$ cat src/rtl/conn_tree_pkg.sv
package conn_tree_pkg;

  // Number of tree levels needed to reduce n leaves to one root.
  function automatic int tree_levels(input int n);
    int l;
    l = 0;
    while ((1 << l) < n) l++;
    return l;
  endfunction

  // Operating mode of the pad ring.
  typedef enum logic {
    MODE_FUNC = 1'b0,
    MODE_CONN = 1'b1
  } pad_mode_e;

endpackage

$ cat src/rtl/ctt_and_tree.sv
module ctt_and_tree #(
  parameter int NUM_LEAVES = 16
) (
  input  logic [NUM_LEAVES-1:0] leaves_i,
  output logic                  root_o
);
  import conn_tree_pkg::*;

  localparam int LVLS   = (NUM_LEAVES < 2) ? 1 : tree_levels(NUM_LEAVES);
  localparam int LEAVES = 1 << LVLS;

  logic [LEAVES-1:0] padded;

  always_comb begin
    padded = '1;
    padded[NUM_LEAVES-1:0] = leaves_i;
  end

  for (genvar l = 0; l <= LVLS; l++) begin : lvl_g
    localparam int W = LEAVES >> l;
    logic [W-1:0] v;
    if (l == 0) begin : g_leaf
      assign v = padded;
    end else begin : g_node
      for (genvar k = 0; k < W; k++) begin : g_pair
        assign v[k] = lvl_g[l-1].v[2*k] & lvl_g[l-1].v[2*k+1];
      end
    end
  end

  assign root_o = lvl_g[LVLS].v[0];

  // Any low leaf must reach the root; all-high leaves must give a high root.
  always_comb begin
    if (leaves_i != '1) begin
      a_r4_low_reaches_root: assert (root_o == 1'b0)
        else $error("low leaf did not reach root");
    end else begin
      a_r2_all_high_root: assert (root_o == 1'b1)
        else $error("root low with all leaves high");
    end
  end

endmodule

$ cat src/rtl/ctt_pad_ctrl.sv
module ctt_pad_ctrl #(
  parameter int              NUM_PADS  = 16,
  parameter logic [NUM_PADS-1:0] PART_MASK = '1
) (
  input  conn_tree_pkg::pad_mode_e mode_i,
  input  logic [NUM_PADS-1:0]      pad_in_i,
  input  logic [NUM_PADS-1:0]      core_out_i,
  input  logic [NUM_PADS-1:0]      core_oe_i,
  output logic [NUM_PADS-1:0]      pad_out_o,
  output logic [NUM_PADS-1:0]      pad_oe_o,
  output logic [NUM_PADS-1:0]      pad_pu_en_o,
  output logic [NUM_PADS-1:0]      leaf_o
);
  import conn_tree_pkg::*;

  logic conn;
  assign conn = (mode_i == MODE_CONN);

  for (genvar i = 0; i < NUM_PADS; i++) begin : g_pad
    assign pad_out_o[i] = core_out_i[i];
    assign pad_oe_o[i]  = core_oe_i[i] & ~conn;
    if (PART_MASK[i]) begin : g_part
      assign pad_pu_en_o[i] = conn;
      assign leaf_o[i]      = pad_in_i[i];
    end else begin : g_excl
      assign pad_pu_en_o[i] = 1'b0;
      assign leaf_o[i]      = 1'b1;
    end
  end

  always_comb begin
    if (conn) begin
      a_r5_drivers_off: assert (pad_oe_o == '0)
        else $error("driver enabled in connectivity mode");
    end
  end

endmodule

$ cat src/rtl/ctt_shared_mux.sv
module ctt_shared_mux (
  input  conn_tree_pkg::pad_mode_e mode_i,
  input  logic                     tree_i,
  input  logic                     func_i,
  input  logic                     func_oe_i,
  output logic                     out_o,
  output logic                     oe_o
);
  import conn_tree_pkg::*;

  always_comb begin
    unique case (mode_i)
      MODE_CONN: begin
        out_o = tree_i;
        oe_o  = 1'b1;
      end
      default: begin
        out_o = func_i;
        oe_o  = func_oe_i;
      end
    endcase
  end

endmodule

$ cat src/rtl/conn_and_tree_tester.sv
module conn_and_tree_tester #(
  parameter int                  NUM_PADS  = 16,
  parameter logic [NUM_PADS-1:0] PART_MASK = 16'hF0FF
) (
  input  logic                test_en_n,
  input  logic [NUM_PADS-1:0] pad_in_i,
  input  logic [NUM_PADS-1:0] core_out_i,
  input  logic [NUM_PADS-1:0] core_oe_i,
  output logic [NUM_PADS-1:0] pad_out_o,
  output logic [NUM_PADS-1:0] pad_oe_o,
  output logic [NUM_PADS-1:0] pad_pu_en_o,
  input  logic                shared_func_i,
  input  logic                shared_func_oe_i,
  output logic                shared_out_o,
  output logic                shared_oe_o
);
  import conn_tree_pkg::*;

  pad_mode_e           mode;
  logic [NUM_PADS-1:0] leaves;
  logic                tree_root;

  assign mode = test_en_n ? MODE_FUNC : MODE_CONN;

  ctt_pad_ctrl #(
    .NUM_PADS  (NUM_PADS),
    .PART_MASK (PART_MASK)
  ) pad_ctrl_i (
    .mode_i      (mode),
    .pad_in_i    (pad_in_i),
    .core_out_i  (core_out_i),
    .core_oe_i   (core_oe_i),
    .pad_out_o   (pad_out_o),
    .pad_oe_o    (pad_oe_o),
    .pad_pu_en_o (pad_pu_en_o),
    .leaf_o      (leaves)
  );

  ctt_and_tree #(
    .NUM_LEAVES (NUM_PADS)
  ) tree_i (
    .leaves_i (leaves),
    .root_o   (tree_root)
  );

  ctt_shared_mux shared_mux_i (
    .mode_i    (mode),
    .tree_i    (tree_root),
    .func_i    (shared_func_i),
    .func_oe_i (shared_func_oe_i),
    .out_o     (shared_out_o),
    .oe_o      (shared_oe_o)
  );

  // Cross-module checks between port inputs and the muxed pin.
  always_comb begin
    if (!test_en_n) begin
      a_r2_pin_follows_tree: assert (shared_oe_o && (shared_out_o == tree_root))
        else $error("shared pin not carrying tree result");
      a_r6_pullups_on: assert (pad_pu_en_o == PART_MASK)
        else $error("pull-ups do not match mask");
    end else begin
      a_r7_normal_function: assert (shared_out_o == shared_func_i && shared_oe_o == shared_func_oe_i)
        else $error("shared pin not in normal function");
      a_r6_pullups_off: assert (pad_pu_en_o == '0)
        else $error("pull-ups on outside test");
      a_r8_oe_passthru: assert (pad_oe_o == core_oe_i)
        else $error("output enables altered outside test");
    end
  end

endmodule

$ cat config.mk
export PLATFORM = sky130hd
export DESIGN_NAME = conn_and_tree_tester
export DESIGN_NICKNAME = d
export VERILOG_FILES = /design/src/rtl/conn_tree_pkg.sv /design/src/rtl/ctt_and_tree.sv /design/src/rtl/ctt_pad_ctrl.sv /design/src/rtl/ctt_shared_mux.sv /design/src/rtl/conn_and_tree_tester.sv
export SDC_FILE = /design/constraint.sdc
export NUM_CORES = 1
export LEC_CHECK = 0
export ABC_AREA = 1
export BUFFER_PORTS_ARGS = -buffer_cell sky130_fd_sc_hd__buf_2
export CAP_MARGIN = 0
export CORE_ASPECT_RATIO = 1.25
export CORE_UTILIZATION = 29
export DETAILED_ROUTE_END_ITERATION = 8
export MAX_ROUTING_LAYER = met4
export PLACE_DENSITY = 0.84
export SYNTH_ARGS = -nofsm -noshare
export SYNTH_HDL_FRONTEND = slang
export SYNTH_HIERARCHICAL = 1
export SYNTH_SLANG_ARGS = --single-unit
$ cat constraint.sdc
create_clock -name vclk -period 1.8
set_input_delay 0.54 -clock vclk [all_inputs]
set_output_delay 0.54 -clock vclk [all_outputs]
set_load 0.03 [all_outputs]
== Word level (Yosys, flattened, before mapping) ==
Index checks and enable logic that the tools add are counted.
Cells by class
  multiplexer cells: 3
  bitwise gates (word level): 27
Operators by type and width (count)
  1-bit bitwise AND: 27
  1-bit 2-to-1 mux: 3
Word-level totals
  flip-flop bits (word level): 0
  output and inout bits: 50

== Depth between registers and ports, before layout ==
Gate-level depths: netlist (run 1).
  depth after elaboration: 5
  depth in mapped cells: 7
  depth with buffers taken out: 6

== By module ==
The synthesis (run 1) kept the hierarchy.
Modules (own cells, without submodules)
  ctt_pad_ctrl: instances 1, cells each 84, area an instance 521.8 µm²
  ctt_and_tree: instances 1, cells each 15, area an instance 56.3 µm²
  ctt_shared_mux: instances 1, cells each 5, area an instance 21.3 µm²
  conn_and_tree_tester: instances 1, cells each 1, area an instance 3.8 µm²

== Worst setup path after synthesis (run 1) ==
Ideal clock, no wire load.
  path kind: input-to-output
  start point: input port test_en_n
  end point: output port pad_oe_o[0]
  data arrival time: 1412 ps
  required time: 1260 ps
  path slack: -152 ps
  stages: 4
  path through: inv_1 -> buf_6 -> buf_8 -> nor2_1
On the way
  word-level cells in the longest chain between the ends: 1
RTL lines
  start, declared: line conn_and_tree_tester.sv:5  | input logic test_en_n,
  1-bit bitwise AND: line ctt_pad_ctrl.sv:21  | assign pad_oe_o[i] = core_oe_i[i] & ~conn;
  end, declared: line conn_and_tree_tester.sv:10  | output logic [NUM_PADS-1:0] pad_oe_o,
No other way between the ends.

== Worst setup path after layout (run 1) ==
  start point: input port pad_in_i[0]
  end point: output port shared_out_o
On the way
  word-level cells in the longest chain between the ends: 5
RTL lines
  start, declared: line conn_and_tree_tester.sv:6  | input logic [NUM_PADS-1:0] pad_in_i,
  1-bit bitwise AND (4 in a row): line ctt_and_tree.sv:26  | assign v[k] = lvl_g[l-1].v[2*k] & lvl_g[l-1].v[2*k+1];
  named net tree_root: line conn_and_tree_tester.sv:21  | logic tree_root;
  1-bit 2-to-1 mux: line ctt_shared_mux.sv:12  | unique case (mode_i)
  end, declared: line conn_and_tree_tester.sv:14  | output logic shared_out_o,
The timed path passes the listed nets, and every way through them passes these cells.

==> qor.yml, run 1 <==
outcome: "completed"
final_common_cell: "buf_2"
grt_use_met2_pct: 11.62
dr.pass1.iters: 4
cp_max_fo: 1
post_cts_buffers: 0
routed_wl_um: 884
cp_data_arrival_time_ns: 1.16
gr-usage-met3_pct: 2.389
portBuffers: 61
dieArea_um2: 2267
cap_violations: 0
ys_seq_area_share_pct: 0
startpoint_type: "input pin"
dp_slack_ns: 0.06233
rows: 18
synthToLayoutAreaGrowth_pct: 2.905
cp-end-kind: "output pin"
finalCriticalPeriod_ns: 1.700
vias_per_cell: 3.632
grtUsageTotal_pct: 5.451
use_met1_pct: 4.444
design.seq.count: 0
pin_count: 101
timing.final.ws_setup_ns: 0.09953
rsz0062_at_grt: "no"
finalWeightedCongestion: 0.5930
drive_gt1_share_pct: 58.87
drt_iter0_drc: 4
ys_warn_count: 6
initial_core_util_pct: 30.78
nets: 177
final_cell_mix: "buf_2 (60), inv_1 (18), nand2_1 (13)"
synth_area_leader_cell: "buf_4"
die_w_um: 42.79
grt_pass1_wl_um: 1021
synth_cells: 105
leakage_nw: 0.4670
maxSlewViolCount: 0
grt_max_degree: 26
dpl_cell_area_um2: 614.3
vias: 523
die_h_um: 52.99
postLayoutCellArea_um2: 620.6
hold_ws_ns: 1.080
cp.required_ns: 1.26
drc: 0
busiest_layer: "met2"
grt-ovfl-total: 0
hold_viol_final: 0
wire_per_inst_um: 6.139
seq_area_um2: 0
dp_hpwl_um: 791.8
max_freq_mhz: 588.1
ant_nets: 0
netlist_area_um2: 603.1
avgSynthCellArea_um2: 5.744
period_share_pct: 94.47
post-synth-top-area-fraction_pct: 59.75
setup_tns_ns: 0
coreArea_um2: 1959
antennaDiodeCount: 0
hold_class: "input pin to output pin"
crit_type: "input pin to output pin"
synth_cell_type_count: 9
synthTopCellsByArea: "buf_4 (60%), inv_1 (11%), nor2_1 (11%)"
irDropWorstVdd_mv: 0.1268
pwr_density_cell_nw_per_um2: 311.8
nClkBuffers: 0
grt_pass1_vias: 303
antenna_found_initial: 0
power.total_mw: 0.1935
setup_viol: 0
-- report_power, final --
group	leakage, nW	switching, mW	internal [mW]	total, mW
Combinational	0.467	0.127	0.0661	0.194
Clock	0	0	0	0
Sequential	0	0	0	0
-- cells by family after synthesis --
logic type    Yosys count  synth area share, %
buf+inv                68                75.31
simple gates           35                23.44
other cells             2                1.245
-- critical path, cell delays in order --
cell,delay [ns]
buf_2,0.08
nand2_1,0.04
nor2_1,0.09
nand2_1,0.06
nor2_1,0.10
nand2_1,0.06
nand2_1,0.07
buf_6,0.13
-- Yosys cell counts --
| library cell | number |
|---|---|
| buf_4 | 48 |
| inv_1 | 18 |
| nor2_1 | 18 |
| nand2_1 | 13 |
| nor2_2 | 3 |
| conb_1 | 2 |
| buf_6 | 1 |
| buf_8 | 1 |
| or2_1 | 1 |
-- area by class of cell --
| cell class | instances | area, um2 |
|---|---|---|
| fill | 220 | 1339 |
| inverter | 18 | 67.56 |
| timing repair buffer | 63 | 339.1 |
| multi-input combinational | 43 | 188.9 |
| tap | 20 | 25.02 |
-- final timing paths --
kind	depth (start not counted)	to	startpoint	slack, ns
setup / recovery	8	shared_out_o	pad_in_i[0]	0.1
hold / removal	0	pad_out_o[0]	core_out_i[0]	1.08
-- metrics by stage --
step,utilization [%],std cells
final,31.67,144
after detailed placement,31.35,144
after CTS,31.35,144
after floorplan,-,111
after global placement,31.35,144
after global routing,31.67,144
-- timing repair --
action | 4_1_cts | 5_1_grt
gates resized for setup | 0 | 3
endpoints found under the setup margin | 0 | 1
hold buffers | 0 | 0
-- routing by layer --
metal  routed length (um)  part of all wire, %
met5                    0                    0
met4                    0                    0
met3                  211                   24
met2                  394                   45
met1                  278                   31
Note: power is estimated with default switching activity, not from simulation.
==> inputs of run 2 (changes only) <==
Settings changed: CORE_ASPECT_RATIO 1.25 to unset, GPL_ROUTABILITY_DRIVEN set to 0.
==> qor.yml, run 2 (same netlist as run 1, synthesis figures left out) <==
outcome: "completed"  # unchanged
antenna_found_initial: 0  # unchanged
cp.required_ns: 1.26  # about the same
vias: 534  # was 523
design.seq.count: 0  # unchanged
crit_type: "input pin to output pin"  # unchanged
drt_iter0_drc: 1  # was 4
grt_max_degree: 25  # was 26
final_common_cell: "buf_2"  # unchanged
cp_max_fo: 6  # was 1
nClkBuffers: 0  # unchanged
routed_wl_um: 1004  # was 884 um
wire_per_inst_um: 6.649  # was 6.139 um
grt-ovfl-total: 0  # unchanged
hold_ws_ns: 1.080  # unchanged
vias_per_cell: 3.536  # was 3.632
seq_area_um2: 0  # unchanged
portBuffers: 61  # unchanged
leakage_nw: 0.4756  # was 0.4670 nW
drive_gt1_share_pct: 60.48  # was 58.87%
period_share_pct: 95.95  # was 94.47%
max_freq_mhz: 579.0  # was 588.1 MHz
grtUsageTotal_pct: 6.746  # was 5.451%
fillers: 226  # was 220
hold_buffers: 0  # unchanged
hold_path_depth: 0  # unchanged
maxSlewViolCount: 0  # unchanged
p_comb_share_pct: 100.0  # about the same
dr.pass1.iters: 4  # unchanged
hold_viol_final: 0  # unchanged
power.total_mw: 0.2014  # was 0.1935 mW
rows: 16  # was 18
intPower_mw: 0.07185  # was 0.06615 mW
grt_pass1_wl_um: 1124  # was 1021 um
drc: 0  # unchanged
hold_class: "input pin to output pin"  # unchanged
switchingPower_mw: 0.1295  # was 0.1274 mW
nets: 177  # unchanged
initial_core_util_pct: 30.74  # was 30.78%
swShare_pct: 64.32  # was 65.82%
irDropWorstVdd_mv: 0.1157  # was 0.1268 mV
cap_violations: 0  # unchanged
dieArea_um2: 2266  # was 2267 um2
setup_viol: 0  # unchanged
ant_nets: 0  # unchanged
startpoint_type: "input pin"  # unchanged
power_frac_clock_pct: 0  # about the same
cp_data_arrival_time_ns: 1.19  # was 1.16 ns
coreArea_um2: 1962  # was 1959 um2
grt_pass1_vias: 338  # was 303
antennaDiodeCount: 0  # unchanged
pwr_density_cell_nw_per_um2: 305.4  # was 311.8 nW/um2
cp-end-kind: "output pin"  # unchanged
die_h_um: 47.60  # was 52.99 um
dp_hpwl_um: 862.1  # was 791.8 um
pin_count: 101  # unchanged
finalCriticalPeriod_ns: 1.727  # was 1.700 ns
final_cell_mix: "buf_2 (56), inv_1 (18), nand2_1 (12)"  # was buf_2 (60), inv_1 (18), nand2_1 (13)
die_w_um: 47.60  # was 42.79 um
synthToLayoutAreaGrowth_pct: 9.336  # was 2.905%
seq_power_share_pct: 0  # about the same
==> run 2: path summary, 6_finish.rpt <==
kind / startpoint / end / slack (ns)
setup / recovery: test_en_n / shared_out_o / 0.07
hold / removal: core_out_i[0] / pad_out_o[0] / 1.08
==> run 2: power by group through the flow <==
stage               logic [mW]  clock network, mW  registers, mW
floorplan                0.244                  0              0
global placement         0.192                  0              0
detailed placement       0.194                  0              0
CTS                      0.194                  0              0
global route             0.222                  0              0
finish                   0.201                  0              0
==> run 2: layout make-up <==
class | instances | area (um2) | area share [%]
inverters | 18 | 67.56 | 10.25
repair buffers | 63 | 364.1 | 55.22
well taps | 27 | 33.78 | 5.123
multi-input cells | 43 | 193.9 | 29.41
==> run 2: timing repair <==
action	in CTS	in global routing
resized for setup	0	9
setup buffers	0	0
hold endpoints to repair	0	0
setup endpoints to repair	0	1
==> run 2: worst max-delay path, cell delays in order <==
cell and delay, ns:
buf_2 0.09, inv_1 0.12, buf_4 0.16, inv_1 0.04, nand2_1 0.04, nand2_1 0.06
buf_6 0.14
==> run 2: metal layers <==
layer | share of wire, % | up-vias | GRT usage [%] | routed length, um
li1 | - | 275 | - | -
met1 | 32 | 201 | 4.222 | 322
met2 | 50 | 58 | 16.16 | 497
met3 | 18 | 0 | 2.642 | 184
met4 | 0 | 0 | 0 | 0
met5 | 0 | - | - | 0
==> run 2: stage by stage <==
step	area [um2]	TNS (ns)	cells	worst slack [ns]	utilization [%]
2_1_floorplan	643.1	-0.4610	111	-0.03058	-
5_1_grt	659.4	-0.003603	151	-0.003603	33.61
6_report	659.4	0	151	0.07291	33.61
3_5_place_dp	623.1	0	151	0.05838	31.76
3_3_place_gp	623.1	0	151	0.06204	31.76
4_1_cts	623.1	0	151	0.04720	31.76
==> inputs of run 3 (changes only) <==
Settings changed: ABC_AREA 1 to 0, CORE_UTILIZATION 29 to 28.
==> qor.yml, run 3 <==
grtUsageTotal_pct: 6.908  # was 6.746%
hold_path_depth: 0  # unchanged
synthTopCellsByArea: "buf_4 (63%), nor2b_2 (11%), and2b_2 (9.2%)"  # was buf_4 (60%), inv_1 (11%), nor2_1 (11%)
seq_area_um2: 0  # unchanged
antennaDiodeCount: 0  # unchanged
synthTopCellsByCount: "buf_4 (48), nor2b_2 (7), and2b_2 (6), nand4_1 (4), nor2b_1 (3)"  # was buf_4 (48), inv_1 (18), nor2_1 (18), nand2_1 (13), nor2_2 (3)
cp_slowest_stage_delay_ns: 0.27  # was 0.16 ns
dr.pass1.iters: 2  # was 4
ys_warn_count: 6  # unchanged
hold_ws_ns: 1.080  # about the same
design.seq.count: 0  # unchanged
outcome: "finished, violations left"  # was completed
power.total_mw: 0.2299  # was 0.2014 mW
drc: 0  # unchanged
max_freq_mhz: 549.8  # was 579.0 MHz
crit_type: "input pin to output pin"  # unchanged
pin_count: 101  # unchanged
maxSlewViolCount: 0  # unchanged
netlist_area_um2: 574.3  # was 603.1 um2
antenna_found_initial: 0  # unchanged
finalCriticalPeriod_ns: 1.819  # was 1.727 ns
die_h_um: 47.29  # was 47.60 um
wire_per_inst_um: 9.307  # was 6.649 um
synth.most_common_cell: "buf_4"  # unchanged
cp_cell_sequence: "buf_6, nand4_1, nor4_2, mux2_4, buf_6"  # was buf_2, inv_1, buf_4, inv_1, nand2_1, nand2_1, buf_6
rsz0062_at_grt: "yes"
timing.final.ws_setup_ns: -0.01869  # was 0.07291 ns
irDropWorstVdd_mv: 0.1023  # was 0.1157 mV
drt_iter0_drc: 1  # unchanged
cap_violations: 0  # unchanged
critPathTopFamily: "simple AND/OR/NAND/NOR gates"  # was buffers and inverters
vias_per_cell: 3.787  # was 3.536
postLayoutCellArea_um2: 757.0  # was 659.4 um2
leakage_nw: 0.4413  # was 0.4756 nW
drive_gt1_share_pct: 86.00  # was 60.48%
hold_class: "input pin to output pin"  # unchanged
cp-end-kind: "output pin"  # unchanged
hold_viol_final: 0  # unchanged
final_common_cell: "buf_2"  # unchanged
cp_max_fo: 1  # was 6
dieArea_um2: 2236  # was 2266 um2
grt_max_degree: 13  # was 25
die_w_um: 47.29  # was 47.60 um
post-synth-top-area-fraction_pct: 62.75  # was 59.75%
grt_pass1_vias: 308  # was 338
hold_start: "core_out_i[12]"  # was core_out_i[0]
synth_cell_type_count: 11  # was 9
grt_pass1_wl_um: 1090  # was 1124 um
synth_area_leader_cell: "buf_4"  # unchanged
dpl_cell_area_um2: 606.8  # was 623.1 um2
slowest_stage: "nor4_2"  # was buf_4
avgSynthCellArea_um2: 7.657  # was 5.744 um2
grt-ovfl-total: 0  # unchanged
path_common_cell: "buf_6"
initial_core_util_pct: 29.57  # was 30.74%
violations: "negative setup slack"
nets: 153  # was 177
period_share_pct: 101.0  # was 95.95%
hold-path-endpoint: "pad_out_o[12]"  # was pad_out_o[0]
final_cell_mix: "buf_2 (45), buf_6 (12), buf_4 (8), conb_1 (8), and2b_2 (6)"  # was buf_2 (56), inv_1 (18), nand2_1 (12)
pwr_density_cell_nw_per_um2: 303.8  # was 305.4 nW/um2
nClkBuffers: 0  # unchanged
portBuffers: 61  # unchanged
routed_wl_um: 1182  # was 1004 um
path_buf_inv: 2  # was 5
setup_viol: 1  # was 0
cp_data_arrival_time_ns: 1.28  # was 1.19 ns
cp.required_ns: 1.26  # about the same
vias: 481  # was 534
rows: 16  # unchanged
synthToLayoutAreaGrowth_pct: 31.81  # was 9.336%
coreArea_um2: 1942  # was 1962 um2
synth_cells: 75  # was 105
ys_seq_area_share_pct: 0  # unchanged
startpoint_type: "input pin"  # unchanged
dp_hpwl_um: 852.6  # was 862.1 um
ant_nets: 0  # unchanged
[run 3: cells by family (layout without fill, tap and decap cells)]
group / Yosys count / count (layout) / share of synthesized area [%]
buffers and inverters: 50 / 69 / 65.36
and+or+nand+nor: 22 / 22 / 30.72
other: 2 / 8 / 1.308
muxes: 1 / 1 / 2.614
[run 3: layout make-up]
class,count,area [um2]
well taps,27,33.78
multi-input cells,31,246.5
inverters,1,3.754
repair buffers,68,473.0
fillers,203,1185
[run 3: timing repair]
action | 4_1_cts | 5_1_grt
setup buffers | 1 | 0
gates cloned | 0 | 2
setup endpoints to repair | 15 | 14
pin swaps | 3 | 3
hold buffers | 0 | 0
gates resized for setup | 8 | 29
[run 3: worst max path at each step]
stage                  from            to  slack (ns)  cells past startpoint
2_1_floorplan     test_en_n   pad_oe_o[4]       -0.11                      3
3_3_place_gp    pad_in_i[2]  shared_out_o       -0.11                      5
3_5_place_dp    pad_in_i[2]  shared_out_o       -0.11                      5
4_1_cts        pad_in_i[12]  shared_out_o       -0.04                      5
5_1_grt         pad_in_i[6]  shared_out_o       -0.07                      5
6_report        pad_in_i[6]  shared_out_o       -0.02                      5
[run 3: where the power goes]
part	total [mW]	internal (mW)	leakage, nW	switching, mW
registers	0	0	0	0
clock network	0	0	0	0
logic	0.230	0.103	0.441	0.127
[run 3: metal layers]
| layer | vias to the layer above | wire (um) | track usage, % |
|---|---|---|---|
| li1 | 229 | - | - |
| met1 | 208 | 352 | 4.494 |
| met2 | 44 | 679 | 17.53 |
| met3 | 0 | 150 | 0.7692 |
| met4 | 0 | 0 | 0 |
| met5 | - | 0 | - |
[run 3: stage by stage]
step                      utilization, %  std cells  setup TNS, ns  setup slack, ns
after detailed placement           31.25        124        -0.3360          -0.1089
after global placement             31.25        124        -0.2110          -0.1127
after floorplan                        -         81        -0.3390          -0.1130
final                              38.98        127       -0.01869         -0.01869
after global routing               38.98        127       -0.07192         -0.07192
after CTS                          33.76        125       -0.03790         -0.03790
